$ cat src/rtl/mmu_guard_pkg.sv
package mmu_guard_pkg;
  localparam int ACC_W = 3;
  localparam int IDX_W = 3;
  localparam int LVL_W = 2;
  localparam int FT_W  = 3;
  localparam int FSR_W = LVL_W + IDX_W + FT_W + 2;

  localparam logic [FT_W-1:0] FT_NONE = 3'd0;
  localparam logic [FT_W-1:0] FT_PROT = 3'd2;
  localparam logic [FT_W-1:0] FT_PRIV = 3'd3;
endpackage

$ cat src/rtl/mmu_perm_check.sv
module mmu_perm_check
  import mmu_guard_pkg::*;
(
  input  logic             is_write,
  input  logic             is_fetch,
  input  logic             is_super,
  input  logic [ACC_W-1:0] acc,
  output logic [FT_W-1:0]  verdict
);
  logic may_read, may_write, may_exec, need_ok, user_locked;

  always_comb begin
    may_read  = (acc != 3'd4);
    may_write = (acc == 3'd1) || (acc == 3'd3) ||
                (is_super && ((acc == 3'd5) || (acc == 3'd7)));
    may_exec  = (acc == 3'd2) || (acc == 3'd3) || (acc == 3'd4) ||
                (is_super && ((acc == 3'd6) || (acc == 3'd7)));
    user_locked = !is_super && (acc[2:1] == 2'b11);
    unique case ({is_write, is_fetch})
      2'b00:   need_ok = may_read;
      2'b01:   need_ok = may_exec;
      2'b10:   need_ok = may_write;
      default: need_ok = may_write && may_exec;
    endcase
    if (user_locked)  verdict = FT_PRIV;
    else if (!need_ok) verdict = FT_PROT;
    else              verdict = FT_NONE;
  end
endmodule

$ cat src/rtl/mmu_fault_regs.sv
module mmu_fault_regs
  import mmu_guard_pkg::*;
#(
  parameter int VA_W      = 32,
  parameter int PAGE_BITS = 12,
  localparam int PAGE_W   = VA_W - PAGE_BITS
) (
  input  logic              clk,
  input  logic              rst_n,
  input  logic              commit,
  input  logic [IDX_W-1:0]  idx,
  input  logic [LVL_W-1:0]  lvl,
  input  logic [FT_W-1:0]   ft,
  input  logic [PAGE_W-1:0] page,
  input  logic              rd,
  output logic [FSR_W-1:0]  fsr_q,
  output logic [VA_W-1:0]   far_q
);
  logic [FSR_W-1:0] base;

  assign base = rd ? '0 : fsr_q;

  always_ff @(posedge clk) begin
    if (!rst_n) begin
      fsr_q <= '0;
      far_q <= '0;
    end else begin
      if (commit) begin
        fsr_q <= {lvl, idx, ft, 1'b1, |base};
        far_q <= {page, {PAGE_BITS{1'b0}}};
      end else begin
        fsr_q <= base;
      end
    end
  end

  // a read without a concurrent fault leaves the status empty
  a_r8_read_clears: assert property (@(posedge clk) disable iff (!rst_n)
    (rd && !commit) |=> (fsr_q == '0));
  // a fault on top of a non-empty, unread status marks overwrite
  a_r5_overwrite_mark: assert property (@(posedge clk) disable iff (!rst_n)
    (commit && !rd && (fsr_q != '0)) |=> fsr_q[0]);
  // concurrent read and fault yields no overwrite mark
  a_r8_read_wins_ow: assert property (@(posedge clk) disable iff (!rst_n)
    (commit && rd) |=> (!fsr_q[0] && fsr_q[1]));
endmodule

$ cat src/rtl/mmu_access_guard.sv
module mmu_access_guard
  import mmu_guard_pkg::*;
#(
  parameter int VA_W      = 32,
  parameter int PAGE_BITS = 12
) (
  input  logic             clk,
  input  logic             rst_n,
  input  logic             req_valid,
  output logic             req_ready,
  input  logic [VA_W-1:0]  req_vaddr,
  input  logic             req_write,
  input  logic             req_fetch,
  input  logic             req_super,
  input  logic [2:0]       req_acc,
  input  logic             req_walk_fault,
  input  logic [1:0]       req_walk_lvl,
  input  logic [2:0]       req_walk_ft,
  input  logic             nf_mode,
  input  logic             trap_en,
  input  logic             fsr_rd,
  output logic [9:0]       fsr_rdata,
  output logic [VA_W-1:0]  far_rdata,
  output logic             rsp_valid,
  output logic             rsp_grant,
  output logic             itrap,
  output logic             dtrap
);
  logic             ready_q, fire, waive, fault, trap_ok;
  logic [FT_W-1:0]  perm_ft, ft_sel;
  logic [LVL_W-1:0] lvl_sel;
  logic [IDX_W-1:0] idx;

  assign req_ready = ready_q;
  assign fire      = req_valid && ready_q;
  assign idx       = {req_write, req_fetch, req_super};

  mmu_perm_check u_perm (
    .is_write (req_write),
    .is_fetch (req_fetch),
    .is_super (req_super),
    .acc      (req_acc),
    .verdict  (perm_ft)
  );

  always_comb begin
    waive   = !req_walk_fault && (perm_ft != FT_NONE) && nf_mode && !req_super;
    fault   = req_walk_fault || ((perm_ft != FT_NONE) && !waive);
    ft_sel  = req_walk_fault ? req_walk_ft : perm_ft;
    lvl_sel = req_walk_fault ? req_walk_lvl : '0;
    trap_ok = fire && fault && !nf_mode && trap_en;
  end

  mmu_fault_regs #(.VA_W(VA_W), .PAGE_BITS(PAGE_BITS)) u_regs (
    .clk    (clk),
    .rst_n  (rst_n),
    .commit (fire && fault),
    .idx    (idx),
    .lvl    (lvl_sel),
    .ft     (ft_sel),
    .page   (req_vaddr[VA_W-1:PAGE_BITS]),
    .rd     (fsr_rd),
    .fsr_q  (fsr_rdata),
    .far_q  (far_rdata)
  );

  always_ff @(posedge clk) begin
    if (!rst_n) begin
      ready_q   <= 1'b0;
      rsp_valid <= 1'b0;
      rsp_grant <= 1'b0;
      itrap     <= 1'b0;
      dtrap     <= 1'b0;
    end else begin
      ready_q   <= 1'b1;
      rsp_valid <= fire;
      rsp_grant <= fire && !fault;
      itrap     <= trap_ok && req_fetch;
      dtrap     <= trap_ok && !req_fetch;
    end
  end

  // at most one trap kind at a time
  a_r7_one_trap: assert property (@(posedge clk) disable iff (!rst_n)
    $onehot0({itrap, dtrap}));
  // no-fault mode never traps
  a_r7_nf_silent: assert property (@(posedge clk) disable iff (!rst_n)
    (fire && nf_mode) |=> (!itrap && !dtrap));
  // a denied verdict always has a valid status entry behind it
  a_r9_deny_recorded: assert property (@(posedge clk) disable iff (!rst_n)
    (rsp_valid && !rsp_grant) |-> fsr_rdata[1]);
  // traps only accompany a denied response
  a_r9_trap_denied: assert property (@(posedge clk) disable iff (!rst_n)
    (itrap || dtrap) |-> (rsp_valid && !rsp_grant));
endmodule

$ cat config.mk
export PLATFORM = sky130hd
export DESIGN_NAME = mmu_access_guard
export DESIGN_NICKNAME = d
export VERILOG_FILES = /design/src/rtl/mmu_guard_pkg.sv /design/src/rtl/mmu_perm_check.sv /design/src/rtl/mmu_fault_regs.sv /design/src/rtl/mmu_access_guard.sv
export SDC_FILE = /design/constraint.sdc
export NUM_CORES = 1
export LEC_CHECK = 0
export BUFFER_PORTS_ARGS = -buffer_cell sky130_fd_sc_hd__clkbuf_2
export CAP_MARGIN = 20
export CORE_MARGIN = 5
export CORE_UTILIZATION = 35
export DETAILED_ROUTE_END_ITERATION = 8
export PLACE_DENSITY = 0.78
export SKIP_CTS_REPAIR_TIMING = 1
export SYNTH_ARGS = -nofsm -noshare
export SYNTH_HDL_FRONTEND = slang
export SYNTH_SLANG_ARGS = --single-unit
$ cat constraint.sdc
create_clock -name clk -period 1.3 [get_ports clk]
set_input_delay 0.13 -clock clk [delete_from_list [all_inputs] [get_ports clk]]
set_output_delay 0.13 -clock clk [all_outputs]
set_load 0.02 [all_outputs]
### Word level (Yosys, flattened, before mapping)

Index checks and enable logic that the tools add are counted.

* register bits: 35
* memories kept: 0
* ROM bits: 0
* logic and storage cells: 58
* memory bits (writable): 0
* latch bits: 0

* multiplexer cells: 8
* multiply operators: 0
* reductions and logical operators: 32
* bitwise gates (word level): 0
* div/mod/pow operators: 0
* magnitude comparators: 0
* shifts and indexed selects: 0
* $add $sub $neg: 0
* eq/ne operators: 11

Operator list (number)
* two-way mux 10 bit: 2
* logical AND 1 bit: 15
* == test 3 bit (second input constant): 4
* OR reduction 10 bit: 1
* logical OR 1 bit: 8
* == test 3 x 2 -> 1 bit (second input constant): 2
* logical NOT 1 bit: 6
* two-way mux 3 bit: 2
* == test 2 bit (second input constant): 2
* two-way mux 2 bit: 2
* == test 3 x 1 -> 1 bit (second input constant): 1
* != test 3 bit (second input constant): 1
* case mux 1 bit (3 select lines): 1
* nonzero test 3 bit: 1
* == test 2 x 1 -> 1 bit (second input constant): 1
* logical NOT 2 bit: 1
* two-way mux 1 bit: 1

### Logic depth before layout (Yosys ltp)

Gate-level depths: netlist (run 1).

* word-level depth: 19
* gate-level depth with buffers: 7

### Modules after synthesis

From an unflattened synthesis (run 1), not the netlist that was laid out.

* cell total of the unflattened synthesis: 148
* area total of the unflattened synthesis: 1579.0 um^2

By module, submodules not included
* mmu_fault_regs: instances 1, area an instance 1271.2 um^2, cells an instance 116, seq. area each 600.6 um^2
* mmu_access_guard: instances 1, area an instance 227.7 um^2, cells an instance 21, seq. area each 100.1 um^2
* mmu_perm_check: instances 1, area an instance 80.1 um^2, cells an instance 11, seq. area each 0.0 um^2

### Least setup slack after synthesis (run 1)

Ideal clock, no wire load.

* path type: input-to-reg
* start point: input req_acc[0]
* end point: register u_regs.far_q[12]
* cell stages on the path: 7
* path slack: -0.094 ns
* library setup time: 0.072 ns
* arrival: 1.322 ns
* buffers on the path: 2
* data required time: 1.228 ns
* cell sequence: nand2b_4 -> o32a_1 -> a32oi_2 -> o21a_1 -> buf_6 -> buf_12 -> mux2i_1

* cells in the longest elaborated chain, start to end: 16

RTL lines
* start, declared: RTL line mmu_access_guard.sv:15 `input logic [2:0] req_acc,`
* == test 3 bit, or another cell as far along: RTL line mmu_perm_check.sv:15 `(is_super && ((acc == 3'd5) || (acc == 3'd7)));`
* logical OR 1 bit (on tied branches): RTL line mmu_perm_check.sv:15, mmu_perm_check.sv:16, mmu_perm_check.sv:17
* logical AND 1 bit, or another cell as far along: RTL line mmu_perm_check.sv:15
* logical OR 1 bit (on tied branches): RTL line mmu_perm_check.sv:14, mmu_perm_check.sv:16
* logical AND 1 bit: RTL line mmu_perm_check.sv:23 `default: need_ok = may_write && may_exec;`
* case mux 1 bit (3 select lines) (*): RTL line mmu_perm_check.sv:19 `unique case ({is_write, is_fetch})`
* two-way mux 2 bit (*): RTL line mmu_perm_check.sv:26 `else if (!need_ok) verdict = FT_PROT;`
* two-way mux 3 bit (*): RTL line mmu_perm_check.sv:25 `if (user_locked) verdict = FT_PRIV;`
* nonzero test 3 bit (*): RTL line mmu_access_guard.sv:47, mmu_access_guard.sv:48
* logical AND 1 bit (3 in series): RTL line mmu_access_guard.sv:47 `waive = !req_walk_fault && (perm_ft != FT_NONE) && nf_mode && !req_super;`
* logical NOT 1 bit: RTL line mmu_access_guard.sv:48 `fault = req_walk_fault || ((perm_ft != FT_NONE) && !waive);`
* logical AND 1 bit (*): RTL line mmu_access_guard.sv:48
* logical OR 1 bit (*): RTL line mmu_access_guard.sv:48
* logical AND 1 bit (*): RTL line mmu_access_guard.sv:57 `.commit (fire && fault),`
* end signal, assigned: RTL line mmu_fault_regs.sv:30 `far_q <= {page, {PAGE_BITS{1'b0}}};`
* end, declared: RTL line mmu_fault_regs.sv:17 `output logic [VA_W-1:0] far_q`

Mark *: on every way between the ends. The rest lies on a longest branch, timed or not.
A chain may end at the register's enable or synchronous reset.

### Worst setup path in the final report (run 1)

* start point: input req_acc[0]
* end point: register u_regs.far_q[17]

Same word-level chain as after synthesis.

==> results.json, run 1 <==
{
  "library_cell_occupying_the_most_area_in_the_post_synthesis_netlist": "dfxtp_1",
  "cp_cell_sequence": "clkbuf_2 > nand2b_4 > o32a_1 > a32oi_2 > o21a_2 > clkbuf_16 > mux2i_1",
  "dr.first_iter.drc_count": 27,
  "synthToLayoutAreaGrowth_pct": 32.4,
  "stdcell_area_um2": 2120,
  "timing.final.crit_period_ns": 1.23,
  "synth-seq-cells": 35,
  "floorplan.io_pins": 97,
  "post_route_wl_mm": 3.54,
  "setup.reg_to_reg.worst_slack_ns": 0.12,
  "finish.cell_count_without_fillers": 299,
  "detail_route.drc_violations": 0,
  "wire_length_of_the_first_global_routing_pass_mm": 5.51,
  "max_freq_ghz": 0.814,
  "cpPeakStageDelay_ns": 0.29,
  "min_delay_path_depth": 1,
  "route.vias.total": 1349,
  "mostFrequentLayoutCell": "clkbuf_2",
  "num_rows": 24,
  "final_nets": 296,
  "postPlaceCellArea_um2": 1960,
  "share_of_post_route_cells_with_drive_strength_above_1": 0.409,
  "p_leak_nw": 1.02,
  "cts.clk_slew.worst_paths_ns": 0.08,
  "cellPowerDensity_nw_per_um2": 1200,
  "num_antenna_cells": 0,
  "drtAntennaViolNets": 0,
  "cts_tree": "yes",
  "yosysWarnings": 0,
  "fin_hold_ws_ns": 0.000210,
  "max_cap_viol_count": 0,
  "critPathKind": "input port to flop",
  "yosysSeqAreaShare": 0.438,
  "crit_buf_inv": 2,
  "via_per_inst": 4.51,
  "clk_path_buf_depth": 2,
  "number_of_global_route_vias_before_repair": 1241,
  "die_h_um": 77.6,
  "post_synth.cell_area_avg_um2": 9.76,
  "core_area_um2": 4380,
  "cp.depth": 7,
  "report.final.hold_viol_count": 0,
  "place.detailed.instances": 290,
  "routabilityCongestion": 0.774,
  "ir_drop_uv": 656,
  "grt_remaining_overflow": 0,
  "ff2ff_path_depth": 4,
  "worst_hold_path_type": "input port to flop",
  "htreeDepth": 2,
  "path_max_fanout": 11,
  "proportion_of_netlist_area_held_by_the_largest_area_contributor": 0.438,
  "detail_route.wl_per_cell_um": 11.8,
  "grt_max_degree": 51,
  "area_enclosed_by_the_die_boundary_um2": 6020,
  "fp.dieW_um": 77.6,
  "hold_path_end": "req_ready",
  "worst_hold_startpoint": "rst_n",
  "start_util": 0.365,
  "count_of_unique_library_cells_instantiated_by_yosys": 33,
  "critPathSlowestCell": "o32a_1",
  "timing.rr.end": "u_regs.fsr_q[0]",
  "clock_tree.root_cell": "clkbuf_8",
  "io_buffers": 72,
  "final-max-slew-violation-count": 0,
  "r2r_start": "u_regs.fsr_q[2]",
  "antenna_found_initial": 0,
  "outcome": "finished, final reports clean",
  "post_synth_inst_count": 164,
  "crit_arrival_ns": 1.44,
  "most-common-layout-cells": "72 x clkbuf_2, 48 x nand2_1, 35 x dfxtp_1",
  "post_synth_instance_area_um2": 1600,
  "final_setup_skew_ns": 0.0101,
  "num_clock_sinks": 35,
  "power.total_mw": 2.54,
  "yosys-top-cells-area": "dfxtp_1 44%, mux2i_1 15%, nand2_1 11%",
  "layout_worst_path_cycle_share": 0.945,
  "globalRouteTotalUtil": 0.111,
  "numCtsBuffers": 5,
  "report.final.setup_viol": 0,
  "setup.worst_path.start_class": "input port",
  "dp.final_hpwl_mm": 2.57,
  "dr.pass1.iters": 4,
  "crit_family": "compound AO/OA/AOI/OAI gates",
  "worstPathRequired_ns": 1.51,
  "cp-end-kind": "flop",
  "worstSkewPairLatency_ns": 0.28
}
==> routing by layer <==
metal  vias to the layer above  part of all wire  GRT usage
li1                        688                 -          -
met1                       597              0.44      0.130
met2                        60              0.46      0.181
met3                         4             0.087     0.0475
met4                         0            0.0088     0.0361
met5                         -                 0          0
==> cell families after synthesis <==
logic type	share of synthesized area
buf+inv	0.135
other cells	0.00234
simple gates	0.201
mux	0.150
flops	0.438
compound gates	0.0735
==> registers in the layout, summed over array words and instances, names as in the netlist <==
| name | flops |
|---|---|
| u_regs.far_q | 20 |
| itrap | 1 |
| req_ready | 1 |
| rsp_valid | 1 |
| dtrap | 1 |
| u_regs.fsr_q | 10 |
| rsp_grant | 1 |
==> per-stage QoR <==
step | setup TNS, ns | utilization | setup WS (ns)
after floorplan | -1.87 | - | -0.0937
after detailed placement | -6.44 | 0.447 | -0.232
final | 0 | 0.483 | 0.0718
after CTS | 0 | 0.474 | 0.0499
after global placement | -5.64 | 0.447 | -0.198
after global routing | -0.0195 | 0.483 | -0.0195
==> worst max path at each step <==
stage	endpoint	from
2_1_floorplan	u_regs.far_q[12]	req_acc[0]
3_3_place_gp	u_regs.far_q[13]	req_acc[0]
3_5_place_dp	u_regs.fsr_q[6]	req_acc[0]
4_1_cts	u_regs.fsr_q[0]	u_regs.fsr_q[3]
5_1_grt	u_regs.fsr_q[0]	u_regs.fsr_q[2]
6_report	u_regs.far_q[17]	req_acc[0]
==> cells in the mapped netlist, drive strengths merged <==
| master | n |
|---|---|
| nand2 | 48 |
| dfxtp | 35 |
| mux2i | 24 |
| buf | 15 |
| clkbuf | 5 |
| nand3b | 5 |
| o21ai | 4 |
| a32o | 3 |
| nand2b | 3 |
| nor2b | 3 |
| and2 | 2 |
| inv | 2 |
| nor4 | 2 |
| a21boi | 1 |
| a21oi | 1 |
| a22o | 1 |
| a32oi | 1 |
| and3 | 1 |
| conb | 1 |
| dlygate4sd1 | 1 |
| nor2 | 1 |
| nor3b | 1 |
| nor4b | 1 |
| o21a | 1 |
| o32a | 1 |
| o41ai | 1 |
==> where the power goes <==
part / internal [mW] / total [mW] / switching [mW] / leakage [nW]
registers: 1.12 / 1.14 / 0.0242 / 0.285
logic: 0.173 / 0.401 / 0.228 / 0.673
clock network: 0.620 / 1.00 / 0.383 / 0.0612
total: 1.91 / 2.54 / 0.635 / 1.02
==> area by class of cell <==
cell class              instances  area (µm²)
fillers                       446        2270
clock inverters                 2        35.0
multi-input cells             117         739
flip-flops and latches         35         701
inverters                       2        7.51
repair buffers                 85         488
clock buffers                   6        82.6
well taps                      52        65.1
(Power assumes the default switching activity.)
==> run 2: changes to the inputs <==
--- a/config.mk
+++ b/config.mk
@@ -10,7 +10,7 @@
 export CORE_MARGIN = 5
 export CORE_UTILIZATION = 35
 export DETAILED_ROUTE_END_ITERATION = 8
-export PLACE_DENSITY = 0.78
+export PLACE_DENSITY = 0.7
 export SKIP_CTS_REPAIR_TIMING = 1
 export SYNTH_ARGS = -nofsm -noshare
 export SYNTH_HDL_FRONTEND = slang
==> run 2 against run 1 <==
  * Cell count down 0.33%
  * Combinational power about the same
  * Global-route usage up 0.60 points
  * Wire length up 1.7%
  * Setup slack better by 0.0039 ns
  * Design area down 1.3%
  * Maximum frequency up 0.32%
  * Sequential power about the same
  * Highest routed layer unchanged
==> results.json, run 2 (synthesis results as in run 1) <==
{
  "die_h_um": 77.6,
  "num_clock_sinks": 35,
  "cp_cell_sequence": "clkbuf_2 > nand2b_4 > o32a_1 > a32oi_2 > o21a_2 > clkbuf_16 > mux2i_1",
  "grt_remaining_overflow": 0,
  "ff2ff_path_depth": 4,
  "dr.first_iter.drc_count": 39,
  "fin_hold_ws_ns": 0.0109,
  "clock_tree.root_cell": "clkbuf_8",
  "detail_route.wl_per_cell_um": 12.1,
  "worstSkewPairLatency_ns": 0.28,
  "final_setup_skew_ns": 0.00716,
  "fp.dieW_um": 77.6,
  "drtAntennaViolNets": 0,
  "num_antenna_cells": 0,
  "critPathSlowestCell": "o32a_1",
  "ir_drop_uv": 495,
  "worst_hold_path_type": "input port to flop",
  "timing.final.crit_period_ns": 1.22,
  "cellPowerDensity_nw_per_um2": 1150,
  "rsz0062_at_grt": "no",
  "floorplan.io_pins": 97,
  "max_ffs_per_register": 20,
  "grt_max_degree": 51,
  "wire_length_of_the_first_global_routing_pass_mm": 5.89,
  "detailedPlace.worstSlack_ns": -0.240,
  "start_util": 0.365,
  "hold_path_end": "req_ready",
  "cpPeakStageDelay_ns": 0.29,
  "most-common-layout-cells": "72 x clkbuf_2, 48 x nand2_1, 35 x dfxtp_1",
  "htreeDepth": 2,
  "routabilityCongestion": 0.747,
  "post_route_wl_mm": 3.60,
  "postPlaceCellArea_um2": 1950,
  "path_max_fanout": 11,
  "number_of_global_route_vias_before_repair": 1296,
  "share_of_post_route_cells_with_drive_strength_above_1": 0.398,
  "worst_hold_startpoint": "rst_n",
  "detail_route.wirelength.met1_mm": 1.55,
  "dp.final_hpwl_mm": 2.70,
  "setup.worst_path.start_class": "input port",
  "outcome": "finished, final reports clean",
  "met3RoutedLength_um": 374,
  "r2r_start": "req_ready",
  "final_nets": 295,
  "num_rows": 24,
  "antenna_found_initial": 0,
  "mostFrequentLayoutCell": "clkbuf_2",
  "critPathKind": "input port to flop",
  "crit_buf_inv": 2,
  "final-max-slew-violation-count": 0,
  "largest-register": "u_regs.far_q",
  "cp-end-kind": "flop",
  "crit_family": "compound AO/OA/AOI/OAI gates",
  "timing.rr.end": "u_regs.fsr_q[6]",
  "max_cap_viol_count": 0,
  "stdcell_area_um2": 2090,
  "max_freq_ghz": 0.817,
  "report.final.hold_viol_count": 0,
  "layout_worst_path_cycle_share": 0.942,
  "highest_layer": "met4",
  "via_per_inst": 4.50,
  "area_enclosed_by_the_die_boundary_um2": 6020,
  "detail_route.drc_violations": 0,
  "p_leak_nw": 0.998,
  "report.final.setup_viol": 0,
  "met2RoutedLength_mm": 1.65,
  "core_area_um2": 4380,
  "synthToLayoutAreaGrowth_pct": 30.6,
  "crit_arrival_ns": 1.43,
  "cts_tree": "yes",
  "route.vias.total": 1341,
  "biggestRegsByFlops": "u_regs.far_q (20), u_regs.fsr_q (10)",
  "dr.pass1.iters": 2,
  "final.setup.worst_slack_ns": 0.0757,
  "clk_path_buf_depth": 2,
  "min_delay_path_depth": 1,
  "io_buffers": 72,
  "cts.clk_slew.worst_paths_ns": 0.07,
  "globalRouteTotalUtil": 0.117,
  "worstPathRequired_ns": 1.51,
  "numCtsBuffers": 5,
  "setup.reg_to_reg.worst_slack_ns": 0.10
}
run 2: cell count changes in the layout (fill, tap and decap cells not counted), sizes merged:
cell,before,now
buf,12,11
bufinv,1,0
clkbuf,79,80
clkinvlp,0,1
clkinv,1,0
run 2: per-layer routing:
| metal | track usage | up-vias |
|---|---|---|
| li1 | - | 686 |
| met1 | 0.144 | 594 |
| met2 | 0.179 | 55 |
| met3 | 0.0567 | 6 |
| met4 | 0.0361 | 0 |
| met5 | 0 | - |
run 2: power by group:
| part | internal (mW) | total (mW) | switching [mW] |
|---|---|---|---|
| Combinational | 0.171 | 0.399 | 0.229 |
| Clock | 0.482 | 0.866 | 0.384 |
| Sequential | 1.12 | 1.14 | 0.0238 |
| Total | 1.77 | 2.41 | 0.637 |
run 2: area by class of cell:
class,instances,area [µm²]
Clock inverter,1,7.51
Tap cell,52,65.1
Inverter,2,7.51
Sequential cell,35,701
Fill cell,421,2290
Multi-Input combinational cell,117,733
Timing Repair Buffer,84,480
Clock buffer,7,96.3
run 2: stage by stage:
step | std cells | util | power (mW) | TNS [ns]
after floorplan | 175 | - | 1.45 | -1.87
after global placement | 289 | 0.445 | 1.55 | -5.75
after detailed placement | 289 | 0.445 | 1.55 | -6.44
after CTS | 297 | 0.469 | 2.44 | 0
after global routing | 298 | 0.477 | 2.54 | 0
final | 298 | 0.477 | 2.41 | 0
run 2: worst max-delay path by stage:
stage	from	end	slack [ns]	cells after the start
global placement	req_acc[0]	dtrap	-0.25	7
finish	req_acc[0]	u_regs.fsr_q[6]	0.08	7
floorplan	req_acc[0]	u_regs.far_q[12]	-0.09	7
detailed placement	req_acc[0]	u_regs.far_q[13]	-0.24	7
CTS	req_acc[0]	u_regs.far_q[13]	0.06	7
global route	u_regs.fsr_q[3]	u_regs.fsr_q[0]	0.005	4
==> run 3: changes to the inputs <==
--- a/config.mk
+++ b/config.mk
@@ -10,8 +10,9 @@
 export CORE_MARGIN = 5
 export CORE_UTILIZATION = 35
 export DETAILED_ROUTE_END_ITERATION = 8
-export PLACE_DENSITY = 0.7
+export PLACE_DENSITY = 0.67
 export SKIP_CTS_REPAIR_TIMING = 1
 export SYNTH_ARGS = -nofsm -noshare
 export SYNTH_HDL_FRONTEND = slang
+export SYNTH_HIERARCHICAL = 1
 export SYNTH_SLANG_ARGS = --single-unit
==> constraint.sdc (replaced) <==
create_clock -name clk -period 1.15 [get_ports clk]
set_input_delay 0.115 -clock clk [delete_from_list [all_inputs] [get_ports clk]]
set_output_delay 0.115 -clock clk [all_outputs]
set_load 0.02 [all_outputs]
==> run 3 against run 2 <==
  * The flow now finishes with violations (negative setup slack)
  * Synthesized cell count decreased by 9.8%
  * First-iteration DRC count decreased by 41%
  * Critical path depth increased by 4
  * Count of clock-buffer cells in the layout unchanged
  * Sequential cell count unchanged
  * Via count decreased by 4.3%
==> results.json, run 3 <==
{
  "outcome": "complete, but fails checks",
  "failed_checks": "negative setup slack",
  "numCtsBuffers": 5,
  "report.final.setup_viol": 30,
  "p_leak_nw": 1.01,
  "hold_path_end": "dtrap",
  "biggestRegsByFlops": "u_regs/far_q (20), u_regs/fsr_q (10)",
  "timing.rr.end": "u_regs/fsr_q[7]",
  "start_util": 0.363,
  "synth_top_family_by_area": "simple AND/OR/NAND/NOR gates",
  "final-max-slew-violation-count": 0,
  "layout_worst_path_cycle_share": 1.14,
  "number_of_global_route_vias_before_repair": 1266,
  "post_synth_instance_area_um2": 1580,
  "ff2ff_path_depth": 7,
  "final_setup_skew_ns": 0.00248,
  "dr.pass1.iters": 4,
  "mostFrequentLayoutCell": "clkbuf_2",
  "setup.worst_path.start_class": "input port",
  "die_h_um": 77.2,
  "min_delay_path_depth": 2,
  "ys_flop_type": "dfxtp_1",
  "synth-compound-area-share": 0.0689,
  "cts.clk_slew.worst_paths_ns": 0.07,
  "final.setup.worst_slack_ns": -0.159,
  "synthArstFlopShare": 0,
  "timing.critical_path.mode_cell": "buf_12",
  "synthSimpleGateAreaFrac": 0.216,
  "post-route-util": 0.504,
  "count_of_unique_library_cells_instantiated_by_yosys": 29,
  "dp.final_hpwl_mm": 2.92,
  "setup.reg_to_reg.worst_slack_ns": -0.15,
  "dr.first_iter.drc_count": 23,
  "ir_drop_uv": 619,
  "yosysWarnings": 6,
  "post_synth_mux_area_share": 0.148,
  "postPlaceCellArea_um2": 2050,
  "critPathKind": "input port to flop",
  "fp.dieW_um": 77.2,
  "rsz0062_at_grt": "yes",
  "io_buffers": 72,
  "routabilityCongestion": 0.795,
  "clk_path_buf_depth": 2,
  "post_synth.cell_area_avg_um2": 10.7,
  "timing.final.crit_period_ns": 1.31,
  "synth_enable_flop_cells": 0,
  "fin_setup_tns_ns": -2.25,
  "yosysSeqAreaShare": 0.444,
  "num_antenna_cells": 0,
  "post_synth_inst_count": 148,
  "max_ffs_per_register": 20,
  "grt_remaining_overflow": 0,
  "share_of_post_route_cells_with_drive_strength_above_1": 0.504,
  "detail_route.wl_per_cell_um": 12.7,
  "synthToLayoutAreaGrowth_pct": 38.9,
  "worst_hold_path_type": "input port to flop",
  "path_max_fanout": 16,
  "via_per_inst": 4.45,
  "largest-register": "u_regs/far_q",
  "synth_xor_area_frac": 0,
  "post_route_wl_mm": 3.67,
  "detail_route.drc_violations": 0,
  "proportion_of_netlist_area_held_by_the_largest_area_contributor": 0.444,
  "final_nets": 285,
  "cts_tree": "yes",
  "cellPowerDensity_nw_per_um2": 1210,
  "wire_length_of_the_first_global_routing_pass_mm": 5.75,
  "max_cap_viol_count": 0,
  "worstSkewPairLatency_ns": 0.27,
  "fin_hold_ws_ns": 0.0329,
  "drtAntennaViolNets": 0,
  "clock_tree.root_cell": "clkbuf_8",
  "num_clock_sinks": 35,
  "antenna_found_initial": 0,
  "cpPeakStageDelay_ns": 0.21,
  "report.final.hold_viol_count": 0,
  "share_of_synthesized_cell_area_in_full_adder_half_adder_and_majority_cells": 0,
  "synth.cells.most_frequent": "35 x dfxtp_1, 30 x nor2b_1, 20 x mux2i_1",
  "htreeDepth": 2,
  "worst_hold_startpoint": "nf_mode",
  "core_area_um2": 4350,
  "yosys.cell_count.top_type": "dfxtp_1",
  "yosys-top-cells-area": "dfxtp_1 44%, mux2i_1 13%, nor2b_1 12%",
  "cp_cell_sequence": "buf_8 > nor3b_2 > nor2_1 > o211ai_2 > nor4_4 > nor3_4 > buf_12 > nor2_4 > buf_12 > a22oi_2 > nor2b_1",
  "r2r_start": "req_ready",
  "max_freq_ghz": 0.764,
  "synth-seq-cells": 35,
  "library_cell_occupying_the_most_area_in_the_post_synthesis_netlist": "dfxtp_1",
  "critPathSlowestCell": "o211ai_2",
  "stdcell_area_um2": 2190,
  "power.total_mw": 2.64,
  "crit_arrival_ns": 1.48,
  "grt_max_degree": 18,
  "fillerInstances": 427,
  "cp-end-kind": "flop",
  "worstPathRequired_ns": 1.32,
  "globalRouteTotalUtil": 0.117,
  "floorplan.io_pins": 97,
  "area_enclosed_by_the_die_boundary_um2": 5950,
  "route.vias.total": 1283,
  "num_rows": 24,
  "most-common-layout-cells": "70 x clkbuf_2, 34 x dfxtp_1, 29 x nor2b_1"
}
run 3: layout make-up:
| cell class | instances | area, µm² | area share |
|---|---|---|---|
| multi-input cells | 101 | 793 | 0.362 |
| flip-flops and latches | 35 | 702 | 0.320 |
| repair buffers | 90 | 544 | 0.248 |
| clock buffers | 7 | 76.3 | 0.0348 |
| well taps | 52 | 65.1 | 0.0297 |
| inverters | 2 | 7.51 | 0.00342 |
| clock inverters | 1 | 5.00 | 0.00228 |
run 3: cells by family (layout without fill, tap and decap cells):
| family | Yosys count | count (layout) |
|---|---|---|
| buf+inv | 23 | 100 |
| other cells | 2 | 13 |
| compound gates | 14 | 14 |
| flops | 35 | 35 |
| mux | 23 | 23 |
| simple gates | 51 | 51 |
run 3: how the worst max path moves through the flow:
stage / end / startpoint
3_3_place_gp: u_regs/far_q[19] / req_acc[1]
6_report: u_regs/fsr_q[7] / req_acc[1]
3_5_place_dp: u_regs/fsr_q[2] / req_acc[2]
5_1_grt: u_regs/fsr_q[7] / req_acc[1]
4_1_cts: u_regs/far_q[19] / req_ready
2_1_floorplan: u_regs/fsr_q[2] / req_acc[2]
run 3: metal layers:
| layer | track usage | vias to the layer above | wire (µm) |
|---|---|---|---|
| li1 | - | 648 | - |
| met1 | 0.141 | 583 | 1590 |
| met2 | 0.184 | 50 | 1710 |
| met3 | 0.0585 | 2 | 356 |
| met4 | 0.0309 | 0 | 12 |
| met5 | 0 | - | 0 |
run 3: power by group:
group	internal, mW	switching [mW]
clock	0.425	0.404
sequential	1.26	0.0317
combinational	0.249	0.272
total	1.94	0.707
run 3: critical path: cells and delay by family:
family,cells,cell delay [ns]
compound gates,2,0.33
buf+inv,3,0.43
simple gates,6,0.60
run 3: per-stage QoR:
step,setup WS (ns),instances
2_1_floorplan,-0.311,159
3_3_place_gp,-0.389,277
3_5_place_dp,-0.428,277
4_1_cts,-0.144,285
5_1_grt,-0.228,288
6_report,-0.159,288
